## src/rtl/calendar_pkg.sv

```systemverilog
package calendar_pkg;

  localparam int NUM_FIELDS = 6;

  localparam int FLD_SEC   = 0;
  localparam int FLD_MIN   = 1;
  localparam int FLD_HOUR  = 2;
  localparam int FLD_DATE  = 3;
  localparam int FLD_MONTH = 4;
  localparam int FLD_YEAR  = 5;

  localparam int ADDR_CTRL   = 0;
  localparam int ADDR_TIME0  = 1;
  localparam int ADDR_ALMCTL = 7;
  localparam int ADDR_ALM0   = 8;
  localparam int ADDR_IRQ    = 14;

  localparam int CTL_RUN    = 0;
  localparam int CTL_CNTSEL = 1;
  localparam int CTL_DIVRST = 2;
  localparam int ALM_GLOBAL = 6;

  typedef struct packed {
    logic                  secStep;
    logic [NUM_FIELDS-1:0] timeWr;
    logic [NUM_FIELDS-1:0] almValWr;
    logic                  almCtlWr;
    logic                  irqClr;
    logic [7:0]            wrData;
  } calStrobe_t;

  function automatic logic [7:0] bcdInc(input logic [7:0] v);
    if (v[3:0] >= 4'd9) return {v[7:4] + 4'd1, 4'd0};
    return {v[7:4], v[3:0] + 4'd1};
  endfunction

  function automatic logic isLeap(input logic [7:0] yr);
    if (!yr[4]) return (yr[3:0] == 4'd0) || (yr[3:0] == 4'd4) || (yr[3:0] == 4'd8);
    return (yr[3:0] == 4'd2) || (yr[3:0] == 4'd6);
  endfunction

  function automatic logic [7:0] monthDays(input logic [7:0] mon, input logic [7:0] yr);
    case (mon)
      8'h02:                      return isLeap(yr) ? 8'h29 : 8'h28;
      8'h04, 8'h06, 8'h09, 8'h11: return 8'h30;
      default:                    return 8'h31;
    endcase
  endfunction

  function automatic logic [7:0] fieldCeil(input int idx);
    case (idx)
      FLD_SEC, FLD_MIN: return 8'h59;
      FLD_HOUR:         return 8'h23;
      FLD_DATE:         return 8'h31;
      FLD_MONTH:        return 8'h12;
      default:          return 8'h99;
    endcase
  endfunction

  function automatic logic [7:0] fieldFloor(input int idx);
    return ((idx == FLD_DATE) || (idx == FLD_MONTH)) ? 8'h01 : 8'h00;
  endfunction

endpackage

```

## src/rtl/calendar_ctrl.sv

```systemverilog
module calendar_ctrl
  import calendar_pkg::*;
#(
  parameter int TICKS_PER_SEC = 32768,
  parameter int ADDR_W        = 4
) (
  input  logic              clk,
  input  logic              rstN,
  input  logic              tickEn,
  input  logic              busWrEn,
  input  logic [ADDR_W-1:0] busAddr,
  input  logic [7:0]        busWrData,
  output calStrobe_t        strobe,
  output logic [2:0]        ctrlBits,
  output logic              running
);

  localparam int DIV_W = (TICKS_PER_SEC > 1) ? $clog2(TICKS_PER_SEC) : 1;
  localparam logic [DIV_W-1:0] DIV_LAST = DIV_W'(TICKS_PER_SEC - 1);

  logic [DIV_W-1:0] divQ;
  logic [2:0]       ctrlQ;
  logic             anyTimeWr;

  assign running  = ctrlQ[CTL_RUN] & ~ctrlQ[CTL_CNTSEL] & ~ctrlQ[CTL_DIVRST];
  assign ctrlBits = ctrlQ;

  always_comb begin
    strobe          = '0;
    strobe.wrData   = busWrData;
    for (int i = 0; i < NUM_FIELDS; i++) begin
      strobe.timeWr[i]   = busWrEn && (busAddr == ADDR_W'(ADDR_TIME0 + i));
      strobe.almValWr[i] = busWrEn && (busAddr == ADDR_W'(ADDR_ALM0 + i));
    end
    strobe.almCtlWr = busWrEn && (busAddr == ADDR_W'(ADDR_ALMCTL));
    strobe.irqClr   = busWrEn && (busAddr == ADDR_W'(ADDR_IRQ)) && busWrData[0];
    anyTimeWr       = |strobe.timeWr;
    strobe.secStep  = running && tickEn && (divQ == DIV_LAST) && !anyTimeWr;
  end

  always_ff @(posedge clk or negedge rstN) begin
    if (!rstN) begin
      ctrlQ <= '0;
    end else if (busWrEn && (busAddr == ADDR_W'(ADDR_CTRL))) begin
      ctrlQ <= busWrData[2:0];
    end
  end

  always_ff @(posedge clk or negedge rstN) begin
    if (!rstN) begin
      divQ <= '0;
    end else if (anyTimeWr || ctrlQ[CTL_DIVRST]) begin
      divQ <= '0;
    end else if (running && tickEn) begin
      divQ <= (divQ == DIV_LAST) ? '0 : divQ + 1'b1;
    end
  end

endmodule

```

## src/rtl/calendar_datapath.sv

```systemverilog
module calendar_datapath
  import calendar_pkg::*;
#(
  parameter int ADDR_W = 4
) (
  input  logic                    clk,
  input  logic                    rstN,
  input  calStrobe_t              strobe,
  input  logic [2:0]              ctrlBits,
  input  logic [ADDR_W-1:0]       busAddr,
  output logic [7:0]              busRdData,
  output logic                    alarmIrq,
  output logic [8*NUM_FIELDS-1:0] timeVec,
  output logic                    almSet
);

  logic [NUM_FIELDS-1:0]   carry;
  logic [NUM_FIELDS-1:0]   fieldHit;
  logic [8*NUM_FIELDS-1:0] almVec;
  logic [NUM_FIELDS-1:0]   almEnQ;
  logic                    almGlobalQ;
  logic                    justStepped;
  logic                    pendingQ;
  logic [7:0]              dayCeil;

  assign carry[0] = strobe.secStep;
  assign dayCeil  = monthDays(timeVec[8*FLD_MONTH +: 8], timeVec[8*FLD_YEAR +: 8]);

  for (genvar g = 0; g < NUM_FIELDS; g++) begin : g_field
    logic [7:0] fieldQ;
    logic [7:0] alarmQ;
    logic [7:0] ceilVal;
    logic [7:0] nextVal;
    logic       atTop;

    assign ceilVal = (g == FLD_DATE) ? dayCeil : fieldCeil(g);
    assign atTop   = fieldQ >= ceilVal;
    assign nextVal = !carry[g] ? fieldQ : (atTop ? fieldFloor(g) : bcdInc(fieldQ));

    if (g < NUM_FIELDS - 1) begin : g_carry
      assign carry[g+1] = carry[g] & atTop;
    end

    always_ff @(posedge clk or negedge rstN) begin
      if (!rstN)                 fieldQ <= fieldFloor(g);
      else if (strobe.timeWr[g]) fieldQ <= strobe.wrData;
      else                       fieldQ <= nextVal;
    end

    always_ff @(posedge clk or negedge rstN) begin
      if (!rstN)                   alarmQ <= '0;
      else if (strobe.almValWr[g]) alarmQ <= strobe.wrData;
    end

    assign fieldHit[g]       = ~almEnQ[g] | (alarmQ == fieldQ);
    assign timeVec[8*g +: 8] = fieldQ;
    assign almVec[8*g +: 8]  = alarmQ;
  end

  always_ff @(posedge clk or negedge rstN) begin
    if (!rstN) begin
      almEnQ     <= '0;
      almGlobalQ <= 1'b0;
    end else if (strobe.almCtlWr) begin
      almEnQ     <= strobe.wrData[NUM_FIELDS-1:0];
      almGlobalQ <= strobe.wrData[ALM_GLOBAL];
    end
  end

  assign almSet = justStepped & almGlobalQ & (&fieldHit);

  always_ff @(posedge clk or negedge rstN) begin
    if (!rstN) begin
      justStepped <= 1'b0;
      pendingQ    <= 1'b0;
    end else begin
      justStepped <= strobe.secStep;
      if (almSet)             pendingQ <= 1'b1;
      else if (strobe.irqClr) pendingQ <= 1'b0;
    end
  end

  assign alarmIrq = pendingQ;

  always_comb begin
    busRdData = '0;
    if (busAddr == ADDR_W'(ADDR_CTRL))   busRdData = {5'b0, ctrlBits};
    if (busAddr == ADDR_W'(ADDR_ALMCTL)) busRdData = {1'b0, almGlobalQ, almEnQ};
    if (busAddr == ADDR_W'(ADDR_IRQ))    busRdData = {7'b0, pendingQ};
    for (int i = 0; i < NUM_FIELDS; i++) begin
      if (busAddr == ADDR_W'(ADDR_TIME0 + i)) busRdData = timeVec[8*i +: 8];
      if (busAddr == ADDR_W'(ADDR_ALM0 + i))  busRdData = almVec[8*i +: 8];
    end
  end

endmodule

```

## src/rtl/bcd_calendar_rtc.sv

```systemverilog
module bcd_calendar_rtc
  import calendar_pkg::*;
#(
  parameter int TICKS_PER_SEC = 32768,
  parameter int ADDR_W        = 4
) (
  input  logic              clk,
  input  logic              rstN,
  input  logic              tickEn,
  input  logic              busWrEn,
  input  logic [ADDR_W-1:0] busAddr,
  input  logic [7:0]        busWrData,
  output logic [7:0]        busRdData,
  output logic              alarmIrq
);

  calStrobe_t              strobe;
  logic [2:0]              ctrlBits;
  logic                    running;
  logic [8*NUM_FIELDS-1:0] timeVec;
  logic                    almSet;

  calendar_ctrl #(
    .TICKS_PER_SEC(TICKS_PER_SEC),
    .ADDR_W       (ADDR_W)
  ) u_ctrl (
    .clk      (clk),
    .rstN     (rstN),
    .tickEn   (tickEn),
    .busWrEn  (busWrEn),
    .busAddr  (busAddr),
    .busWrData(busWrData),
    .strobe   (strobe),
    .ctrlBits (ctrlBits),
    .running  (running)
  );

  calendar_datapath #(
    .ADDR_W(ADDR_W)
  ) u_datapath (
    .clk      (clk),
    .rstN     (rstN),
    .strobe   (strobe),
    .ctrlBits (ctrlBits),
    .busAddr  (busAddr),
    .busRdData(busRdData),
    .alarmIrq (alarmIrq),
    .timeVec  (timeVec),
    .almSet   (almSet)
  );

endmodule

```

## config.mk

```make
export PLATFORM = sky130hd
export DESIGN_NAME = bcd_calendar_rtc
export DESIGN_NICKNAME = d
export VERILOG_FILES = /design/src/rtl/calendar_pkg.sv /design/src/rtl/calendar_ctrl.sv /design/src/rtl/calendar_datapath.sv /design/src/rtl/bcd_calendar_rtc.sv
export SDC_FILE = /design/constraint.sdc
export NUM_CORES = 1
export LEC_CHECK = 0
export BUFFER_PORTS_ARGS = -buffer_cell sky130_fd_sc_hd__buf_4
export CAP_MARGIN = 20
export CORE_ASPECT_RATIO = 1.75
export CORE_UTILIZATION = 45
export DETAILED_ROUTE_END_ITERATION = 7
export SYNTH_ARGS = -nofsm -noshare
export SYNTH_HDL_FRONTEND = slang
export SYNTH_SLANG_ARGS = --single-unit
export TNS_END_PERCENT = 5
```

## constraint.sdc

```tcl
create_clock -name clk -period 5.5 [get_ports clk]
set_input_delay 0.275 -clock clk [delete_from_list [all_inputs] [get_ports clk]]
set_output_delay 0.275 -clock clk [all_outputs]
set_load 0.05 [all_outputs]
```

==> results of run 1 <==
-- repair_timing --
item | in CTS | in global routing
hold endpoints to repair | 67 | 0
setup endpoints to repair | 0 | 0
hold buffers | 1 | 0
-- logic make-up after synthesis --
kind of cell / count (synthesis) / share of synthesized area, %
XOR/XNOR: 55 / 5.75
multiplexers: 74 / 9.76
flip-flops: 123 / 36.8
AND/OR/NAND/NOR: 339 / 20.8
buffers and inverters: 82 / 3.90
adder cells (fa/ha/maj): 38 / 5.68
AO/OA/AOI/OAI: 224 / 17.3
-- per-layer routing --
metal | wire, microns | vias up | track usage, % | part of all wire, %
li1 | - | 3425 | - | -
met1 | 10600 | 3660 | 34.5 | 37
met2 | 14200 | 280 | 52.6 | 50
met3 | 1370 | 119 | 5.50 | 4.8
met4 | 2140 | 0 | 22.5 | 7.6
met5 | 0 | - | 0 | 0
-- tightest hold or removal path, cell delays in order --
cell and delay, ns:
buf_4 0.19, nand2_1 0.08, nand2_1 0.04
-- power by group through the flow --
stage	logic [mW]	registers [mW]	clock network (mW)
2_1_floorplan	0.773	1.31	0
3_3_place_gp	0.987	1.46	0
3_5_place_dp	0.991	1.46	0
4_1_cts	0.998	1.45	1.19
5_1_grt	1.11	1.48	1.23
6_report	1.00	1.46	1.18
-- final timing paths --
check | startpoint | to | slack [ns]
max | u_datapath.g_field[4].fieldQ[0] | u_datapath.g_field[3].fieldQ[3] | 2.00
min | busWrData[7] | u_datapath.g_field[2].fieldQ[7] | 0.20
max reg2reg | u_datapath.g_field[4].fieldQ[0] | u_datapath.g_field[3].fieldQ[3] | 2.00
min reg2reg | u_ctrl.divQ[13] | u_ctrl.divQ[13] | 0.51
max in group asynchronous | rstN | u_datapath.g_field[5].fieldQ[4] | 3.84
min in group asynchronous | rstN | u_ctrl.divQ[9] | 0.44
-- cells in the final DEF, fill, tap and decap left out, types with 16 or more instances in the layout --
cell         n
ha_1        38
xnor2_1     51
inv_1       33
a31oi_1     16
clkbuf_16   17
nand2_1     85
a21oi_1     43
mux2_2      61
o21ai_0     66
nor2_1      76
buf_4       26
nand4_1     20
dfrtp_1    121
nand3_1     50
-- final cells by class --
class / instances / area share [%]
clock buffer: 18 / 4.72
clock inverter: 14 / 1.83
inverter: 35 / 1.41
multi-input combinational: 730 / 53.4
sequential: 123 / 33.1
tap: 234 / 3.15
timing repair buffer: 28 / 2.33
-- registers in the layout, summed over array words and instances (netlist names) --
| signal | flops |
|---|---|
| u_datapath.g_field.alarmQ | 48 |
| u_ctrl.divQ | 15 |
| u_datapath.alarmIrq | 1 |
| u_datapath.almEnQ | 6 |
| u_datapath.almGlobalQ | 1 |
| u_datapath.g_field.fieldQ | 48 |
| u_ctrl.ctrlBits | 3 |
| u_datapath.justStepped | 1 |
-- cell usage after synthesis (9+ instances only) --
master,count
nand3_1,50
mux2_2,61
o22ai_1,15
a21oi_1,43
a31oi_1,16
inv_1,33
buf_2,9
clkbuf_1,34
nor2_1,76
dfrtp_1,121
ha_1,38
xnor2_1,51
nand4_1,20
mux2i_1,13
and3_1,10
nand2b_1,11
o21ai_0,66
nand2_1,85
nor2b_1,14
nor3_1,14
-- stage by stage --
step	hold WS (ns)	area, sq um	power (mW)	cells	setup WS [ns]
4_1_cts	0.192	9300	3.63	1182	2.01
3_3_place_gp	0.343	8680	2.44	1149	2.13
2_1_floorplan	-0.0206	8370	2.09	935	2.30
5_1_grt	0.217	9300	3.81	1182	1.66
3_5_place_dp	0.338	8680	2.45	1149	2.02
6_report	0.199	9300	3.64	1182	2.00
==> results.toml, run 1 <==
[floorplan]
core_area_sq_um = 18100
rows = 65
ios = 25
start_util_pct = 46.2
chipHeight_microns = 182
die-area_sq_um = 19200
die_w_microns = 105

[yosys]
yosysWarnings = 0
netlist_area_sq_um = 8370
ys.flop_type = "dfrtp_1"
avgSynthCellArea_sq_um = 8.95
netlist_instances = 935
syn_nets = 989
yosys.area.top_type = "dfrtp_1"
netlist-cell-type-count = 77
async_flop_share_pct = 100
synth_edf_count = 0
ys_ff_latch = 123
ys_seq_area_share_pct = 36.8
yosys.area.top_type_share_pct = 36.2
synth_area_leaders = "dfrtp_1 36%, mux2_2 8.2%, ha_1 5.7%"

[power]
p_seq_share_pct = 40.1
p_per_area_nw_per_um2 = 391
peakVddDrop_v = 0.000249
p_sw_mw = 1.35
pwr-share-clk_pct = 32.4
internal_power_mw = 2.29
p_leak_nw = 3.81
switching_share_pct = 37.1
p_comb_share_pct = 27.6

[timing]
post-route-min-period_ns = 3.50
slew_headroom_pct = 38.0
setup_tns_ns = 0
period_share_pct = 63.7
rsz0062_at_grt = "no"
fin_skew_ns = 0.00614
finalMaxSlewViolations = 0
max_freq_mhz = 286
tightest_slew_ns = 0.927
setup_viol = 0
hold_violations = 0

[critical_path]
cp-end-kind = "register"
path_class = "reg -> reg"
crit_cells = 12
r2r_cells = 12
cp-start-kind = "register"
cp.arrival_ns = 3.88
path_cells = "inv_1 > ha_1 > o211ai_1 > a21oi_1 > o21ai_0 > mux2_2 > ha_1 > nor4b_1 > o221ai_1 > nor3_1 > nor4b_1 > a211o_1"
critPathTopFamily = "simple AND/OR/NAND/NOR gates"
critical-path-max-stage-delay_ns = 0.63
timing.critical_path.buf_inv = 1
cp_slowest_cell = "dfstp_2"
critPathMaxFanout = 9
cp.required_ns = 5.88

[route]
first_iter_violations = 613
dr.pass1.iters = 5
routed_wl_mm = 28.3
num_vias = 7484
drc = 0
final_antenna_net_count = 0
vias_per_cell = 6.33
post_drt_wl_per_cell_microns = 23.9

[cts]
cts_setup_buffers = 0
clock_tree.root_cell = "clkbuf_16"
h-tree-depth = 4
cts.sinks = 123
clk_latency_ns = 0.44
clk_pin_slew_worst_paths_ns = 0.06
tritoncts = "built"
cts_made_buffers = 17
clockBufferDepth = 2
post_cts_resized = 0

[cells_and_area]
n_fill_cell = 1703
drive_gt1_share_pct = 14.8
antenna_cells = 0
fin_util_pct = 51.3
seq_area_sq_um = 3080
finalNetCount = 989
syn2layout_area_growth_pct = 11.1
multi_input_area_sq_um = 4970

[global_routing]
grt_pass1_wl_mm = 43.8
grt_usage_pct = 30.9
gr-total-overflow = 0
grt_max_degree = 70
grt_pass1_vias = 7404
antenna_found_initial = 0

[min_path]
hold_depth = 3
hp-class = "in -> reg"

[placed_design]
gp_congestion = 0.960
hpwl_mm = 20.1
port_buffers = 24

[outcome]
status = "complete, no violations"

[run]
cap_violations = 0
No activity file was read; power rests on OpenSTA's default activity.
==> run 2, diff against run 1 <==
clock period = 3.5 ns   (was 5.5 ns; I/O delays follow)
==> run 2 against run 1 <==
Compared with the run above:
- clock power rose by 53%
- fmax increased by 9.7%
- sequential cell count did not move
- global-route usage decreased by 0.093 points
- critical path depth is 1 higher
- first-iteration DRC count shrank 18%
- die area is the same
- register-to-register slack lost 1.7 ns
- sequential power rose by 55%
- sequential share of layout area down 0.44 points
- count of clock-buffer cells in the layout is 5 higher
- critical endpoint is now u_datapath.g_field[5].fieldQ[0]
- largest cell class unchanged
- highest routed layer unchanged
==> results.toml, run 2 (same netlist as run 1, synthesis figures left out) <==
[critical_path]
cp_slowest_cell = "dfrtp_1"
cp.arrival_ns = 3.54
critPathTopFamily = "simple AND/OR/NAND/NOR gates"
critical-path-max-stage-delay_ns = 0.44
path_cells = "inv_1 > ha_1 > nor2b_1 > and3_1 > o21ai_0 > mux2_2 > ha_1 > nor4b_2 > o221ai_2 > and3_1 > nand4_1 > or3_1 > a31oi_1"
cp.required_ns = 3.85
cp-end-kind = "register"
path_class = "reg -> reg"
timing.critical_path.buf_inv = 1
critPathMaxFanout = 5
cp-start-kind = "register"

[power]
p_leak_nw = 3.90
internal_power_mw = 3.64
p_seq_share_pct = 39.5
finalPower_mw = 5.71
peakVddDrop_v = 0.000324
p_per_area_nw_per_um2 = 606
switching_share_pct = 36.2
pwr-share-clk_pct = 31.5
p_sw_mw = 2.07
p_comb_share_pct = 29.0

[cells_and_area]
fin_util_pct = 52.0
finalNetCount = 1005
reg.largest.list = "u_datapath.g_field.alarmQ: 48 flops, u_datapath.g_field.fieldQ: 48 flops, u_ctrl.divQ: 15 flops"
antenna_cells = 0
layout_common_cells = "121 x dfrtp_1, 85 x nand2_1, 76 x nor2_1, 66 x o21ai_0, 61 x mux2_2"
design_area_sq_um = 9430
drive_gt1_share_pct = 16.0
mostFrequentLayoutCell = "dfrtp_1"
syn2layout_area_growth_pct = 12.6

[floorplan]
chipHeight_microns = 182
die_w_microns = 105
ios = 25
rows = 65
die-area_sq_um = 19200
start_util_pct = 46.2
core_area_sq_um = 18100

[run]
cap_violations = 0

[timing]
setup_tns_ns = 0
setup_slack_ns = 0.309
rsz0062_at_grt = "no"
fin_skew_ns = 0.00972
setup_viol = 0
post-route-min-period_ns = 3.19
period_share_pct = 91.2
finalMaxSlewViolations = 0
max_freq_mhz = 313
slew_headroom_pct = 26.2
tightest_slew_ns = 1.10
hold_violations = 0

[global_routing]
antenna_found_initial = 0
grt_max_degree = 69
gr-total-overflow = 0
grt_pass1_wl_mm = 43.7
grt_pass1_vias = 7570
grt_usage_pct = 30.8

[cts]
tritoncts = "built"
clk_latency_ns = 0.43
cts_made_buffers = 17
cts_setup_buffers = 0
clockBufferDepth = 2
clock_tree.root_cell = "clkbuf_16"
cts.sinks = 123
h-tree-depth = 4
clk_pin_slew_worst_paths_ns = 0.06

[route]
dr.pass1.iters = 6
num_vias = 7557
vias_per_cell = 6.31
post_drt_wl_per_cell_microns = 23.5
final_antenna_net_count = 0
drc = 0
routed_wl_mm = 28.2
first_iter_violations = 501

[placed_design]
gp_congestion = 0.963
placed_area_sq_um = 8810
dp_slack_ns = 0.133
hpwl_mm = 20.1
port_buffers = 24

[outcome]
status = "complete, no violations"

[min_path]
hp-class = "in -> reg"
[run 2: changes by cell type in the layout (fill, tap and decap cells not counted), moves of 2 or more]
cell | before | now
buf_4 | 26 | 41
clkbuf_1 | 0 | 4
clkinv_4 | 3 | 0
clkinv_2 | 3 | 5
clkinvlp_4 | 4 | 1
[run 2: final timing paths]
path	to	slack, ns	cells after the start	startpoint
worst max-delay path	u_datapath.g_field[5].fieldQ[0]	0.31	13	u_datapath.g_field[4].fieldQ[5]
worst min-delay path	u_datapath.g_field[5].fieldQ[6]	0.13	3	busWrData[6]
worst max register to register	u_datapath.g_field[5].fieldQ[0]	0.31	13	u_datapath.g_field[4].fieldQ[5]
worst min register to register	u_ctrl.divQ[13]	0.51	1	u_ctrl.divQ[13]
max in group asynchronous	u_datapath.g_field[4].fieldQ[0]	2.43	3	rstN
min in group asynchronous	u_ctrl.divQ[11]	0.29	2	rstN
[run 2: what timing repair did]
item,4_1_cts,5_1_grt
hold buffers,1,0
endpoints found under the hold margin,67,0
setup endpoints to repair,0,8
gates resized for setup,0,2
[run 2: tightest hold or removal path, delay by kind of cell]
family                 cells  cell delay (ns)
buffers and inverters      1             0.19
AND/OR/NAND/NOR            2             0.14
[run 2: per-layer routing]
layer | share of wire, % | global-route usage (%) | vias to the layer above
li1 | - | - | 3459
met1 | 38 | 34.3 | 3687
met2 | 49 | 51.2 | 292
met3 | 5.3 | 6.04 | 119
met4 | 7.9 | 24.6 | 0
met5 | 0 | 0 | -
[run 2: metrics by stage]
step | hold slack, ns | cells
2_1_floorplan | -0.121 | 935
3_3_place_gp | 0.222 | 1165
3_5_place_dp | 0.217 | 1165
4_1_cts | 0.109 | 1198
5_1_grt | 0.129 | 1198
6_report | 0.131 | 1198
[run 2: layout make-up]
class                      instances  area [sq um]
multi-input combinational        730          4980
sequential                       123          3080
timing repair buffer              44           349
clock buffer                      23           468
fill                            1710          8710
inverter                          35           131
tap                              234           293
clock inverter                     9           123
[run 2: power by group through the flow]
stage                     Sequential, mW  Clock (mW)  Combinational (mW)
final                               2.26        1.80                1.66
after global routing                2.30        1.88                1.83
after CTS                           2.25        1.82                1.64
after detailed placement            2.27           0                1.63
after global placement              2.26           0                1.61
after floorplan                     2.06           0                1.21
==> run 3, diff against run 2 <==
CORE_UTILIZATION = 50   (was 45)
GPL_TIMING_DRIVEN = 0   (was default)
PLACE_DENSITY = 0.66   (was default)
==> run 3 against run 2 <==
Compared with the run above:
- routed wire length grew 4.7%
- hold slack lost 0.092 ns
- register-to-register slack lost 0.16 ns
- clock skew shrank 0.0024 ns
- cell count grew 1.8%
- sequential cell count is the same
- fmax shrank 4.8%
- critical path depth shrank 1
- sequential share of layout area shrank 0.45 points
- critical endpoint unchanged
- highest routed layer unchanged
==> results.toml, run 3 (same netlist as run 1, synthesis figures left out) <==
[critical_path]
cp-end-kind = "register"
r2r_cells = 12
r2r_setup_slack_ns = 0.15
cp-start-kind = "register"
cp.required_ns = 3.84
cp.arrival_ns = 3.69
rr_startpoint = "u_datapath.g_field[4].fieldQ[0]"
worstReg2RegEnd = "u_datapath.g_field[5].fieldQ[0]"
path_class = "reg -> reg"
critPathMaxFanout = 7

[timing]
hold_violations = 0
setup_tns_ns = 0
post-route-min-period_ns = 3.35
max_freq_mhz = 298
slew_headroom_pct = 28.8
setup_slack_ns = 0.149
tightest_slew_ns = 1.06
fin_skew_ns = 0.00735
setup_viol = 0
finalMaxSlewViolations = 0
period_share_pct = 95.7

[floorplan]
rows = 62
chipHeight_microns = 173
die_w_microns = 99.8
die-area_sq_um = 17300
start_util_pct = 51.1
core_area_sq_um = 16400
ios = 25

[outcome]
status = "complete, no violations"

[cts]
h-tree-depth = 4
clk_pin_slew_worst_paths_ns = 0.06
cts.sinks = 123
tritoncts = "built"
cts_made_buffers = 17
clock_tree.root_cell = "clkbuf_16"
clk_latency_ns = 0.42
clockBufferDepth = 2

[route]
routed_wl_mm = 29.5
dr.pass1.iters = 7
vias_per_cell = 6.41
first_iter_violations = 638
num_vias = 7808
post_drt_wl_per_cell_microns = 24.2
final_antenna_net_count = 0
drc = 0

[global_routing]
grt_max_degree = 65
grt_usage_pct = 35.6
gr-total-overflow = 0
antenna_found_initial = 0
grt_pass1_vias = 7738
grt_pass1_wl_mm = 45.2

[cells_and_area]
design_area_sq_um = 9560
finalNetCount = 1035
fin_util_pct = 58.4
layout_common_cells = "121 x dfrtp_1, 85 x nand2_1, 75 x nor2_1, 65 x o21ai_0, 61 x mux2_2"
n_fill_cell = 1491
reg.largest.list = "u_datapath.g_field.alarmQ: 48 flops, u_datapath.g_field.fieldQ: 48 flops, u_ctrl.divQ: 15 flops"
drive_gt1_share_pct = 15.2
mostFrequentLayoutCell = "dfrtp_1"
syn2layout_area_growth_pct = 14.2

[placed_design]
port_buffers = 20
dp_slack_ns = -0.377
placed_area_sq_um = 8830
gp_congestion = 1.03
hpwl_mm = 21.8

[power]
p_per_area_nw_per_um2 = 604
p_leak_nw = 3.92
peakVddDrop_v = 0.000503

[min_path]
hold_depth = 2
min_from = "busWrData[4]"
whs_endpoint = "u_datapath.g_field[0].alarmQ[4]"
hp-class = "in -> reg"

[run]
cap_violations = 0
run 3: changes by cell type in the layout (fill, tap and decap cells not counted), moves of 2 or more:
cell | before | now
clkbuf_1 | 4 | 38
buf_4 | 41 | 22
buf_2 | 0 | 9
buf_1 | 0 | 3
nand3_1 | 50 | 48
nand3_2 | 1 | 3
run 3: critical path: stages, from the launching register on:
cell	delay, ns
dfstp_2	0.55
clkbuf_4	0.18
inv_1	0.11
ha_1	0.25
nand4b_1	0.16
mux2_2	0.36
ha_1	0.31
nor4b_4	0.06
o221ai_4	0.21
and3_4	0.24
nand4_1	0.23
or3_1	0.43
a31oi_1	0.17
run 3: how the worst max path moves through the flow:
stage / from / to / slack [ns] / cells after the start
2_1_floorplan: u_datapath.g_field[4].fieldQ[0] / u_datapath.g_field[3].fieldQ[3] / 0.30 / 13
3_3_place_gp: u_datapath.g_field[4].fieldQ[0] / u_datapath.g_field[5].fieldQ[2] / -0.38 / 14
3_5_place_dp: u_datapath.g_field[4].fieldQ[0] / u_datapath.g_field[3].fieldQ[3] / -0.38 / 13
4_1_cts: u_datapath.g_field[4].fieldQ[0] / u_datapath.g_field[5].fieldQ[0] / 0.04 / 14
5_1_grt: u_datapath.g_field[4].fieldQ[0] / u_datapath.g_field[5].fieldQ[0] / -0.01 / 14
6_report: u_datapath.g_field[4].fieldQ[0] / u_datapath.g_field[5].fieldQ[0] / 0.15 / 12
run 3: layer usage:
metal	wire length [microns]	track usage, %	share of wire (%)
met1	10700	38.8	36
met2	14800	59.9	50
met3	1460	6.47	4.9
met4	2520	28.0	8.5
met5	0	0	0
run 3: area by class of cell:
cell class / instances / area (sq um) / area share, %
diodes: 1 / 2.50 / 0.0262
flip-flops and latches: 123 / 3080 / 32.2
repair buffers: 27 / 244 / 2.55
multi-input cells: 730 / 5030 / 52.6
clock inverters: 8 / 118 / 1.23
plain buffers: 47 / 199 / 2.08
inverters: 35 / 131 / 1.37
well taps: 224 / 280 / 2.93
clock buffers: 24 / 472 / 4.94
run 3: timing repair:
item	CTS	global route
setup endpoints to repair	21	12
gates cloned	0	0
setup buffers	0	4
hold buffers	2	0
pin swaps	2	5
hold endpoints to repair	64	0
resized for setup	7	9
run 3: where the power goes:
| part | total [mW] | internal [mW] | switching (mW) | leakage (nW) |
|---|---|---|---|---|
| Clock | 1.80 | 1.15 | 0.649 | 0.288 |
| Combinational | 1.70 | 0.762 | 0.941 | 2.11 |
| Sequential | 2.26 | 1.74 | 0.523 | 1.52 |
run 3: metrics by stage:
stage,total power [mW],hold WS [ns],std cells
after floorplan,3.28,-0.121,935
after global placement,3.84,0.439,1179
after detailed placement,3.88,0.196,1180
after CTS,5.70,0.0240,1214
after global routing,6.05,0.0275,1218
final,5.77,0.0387,1219
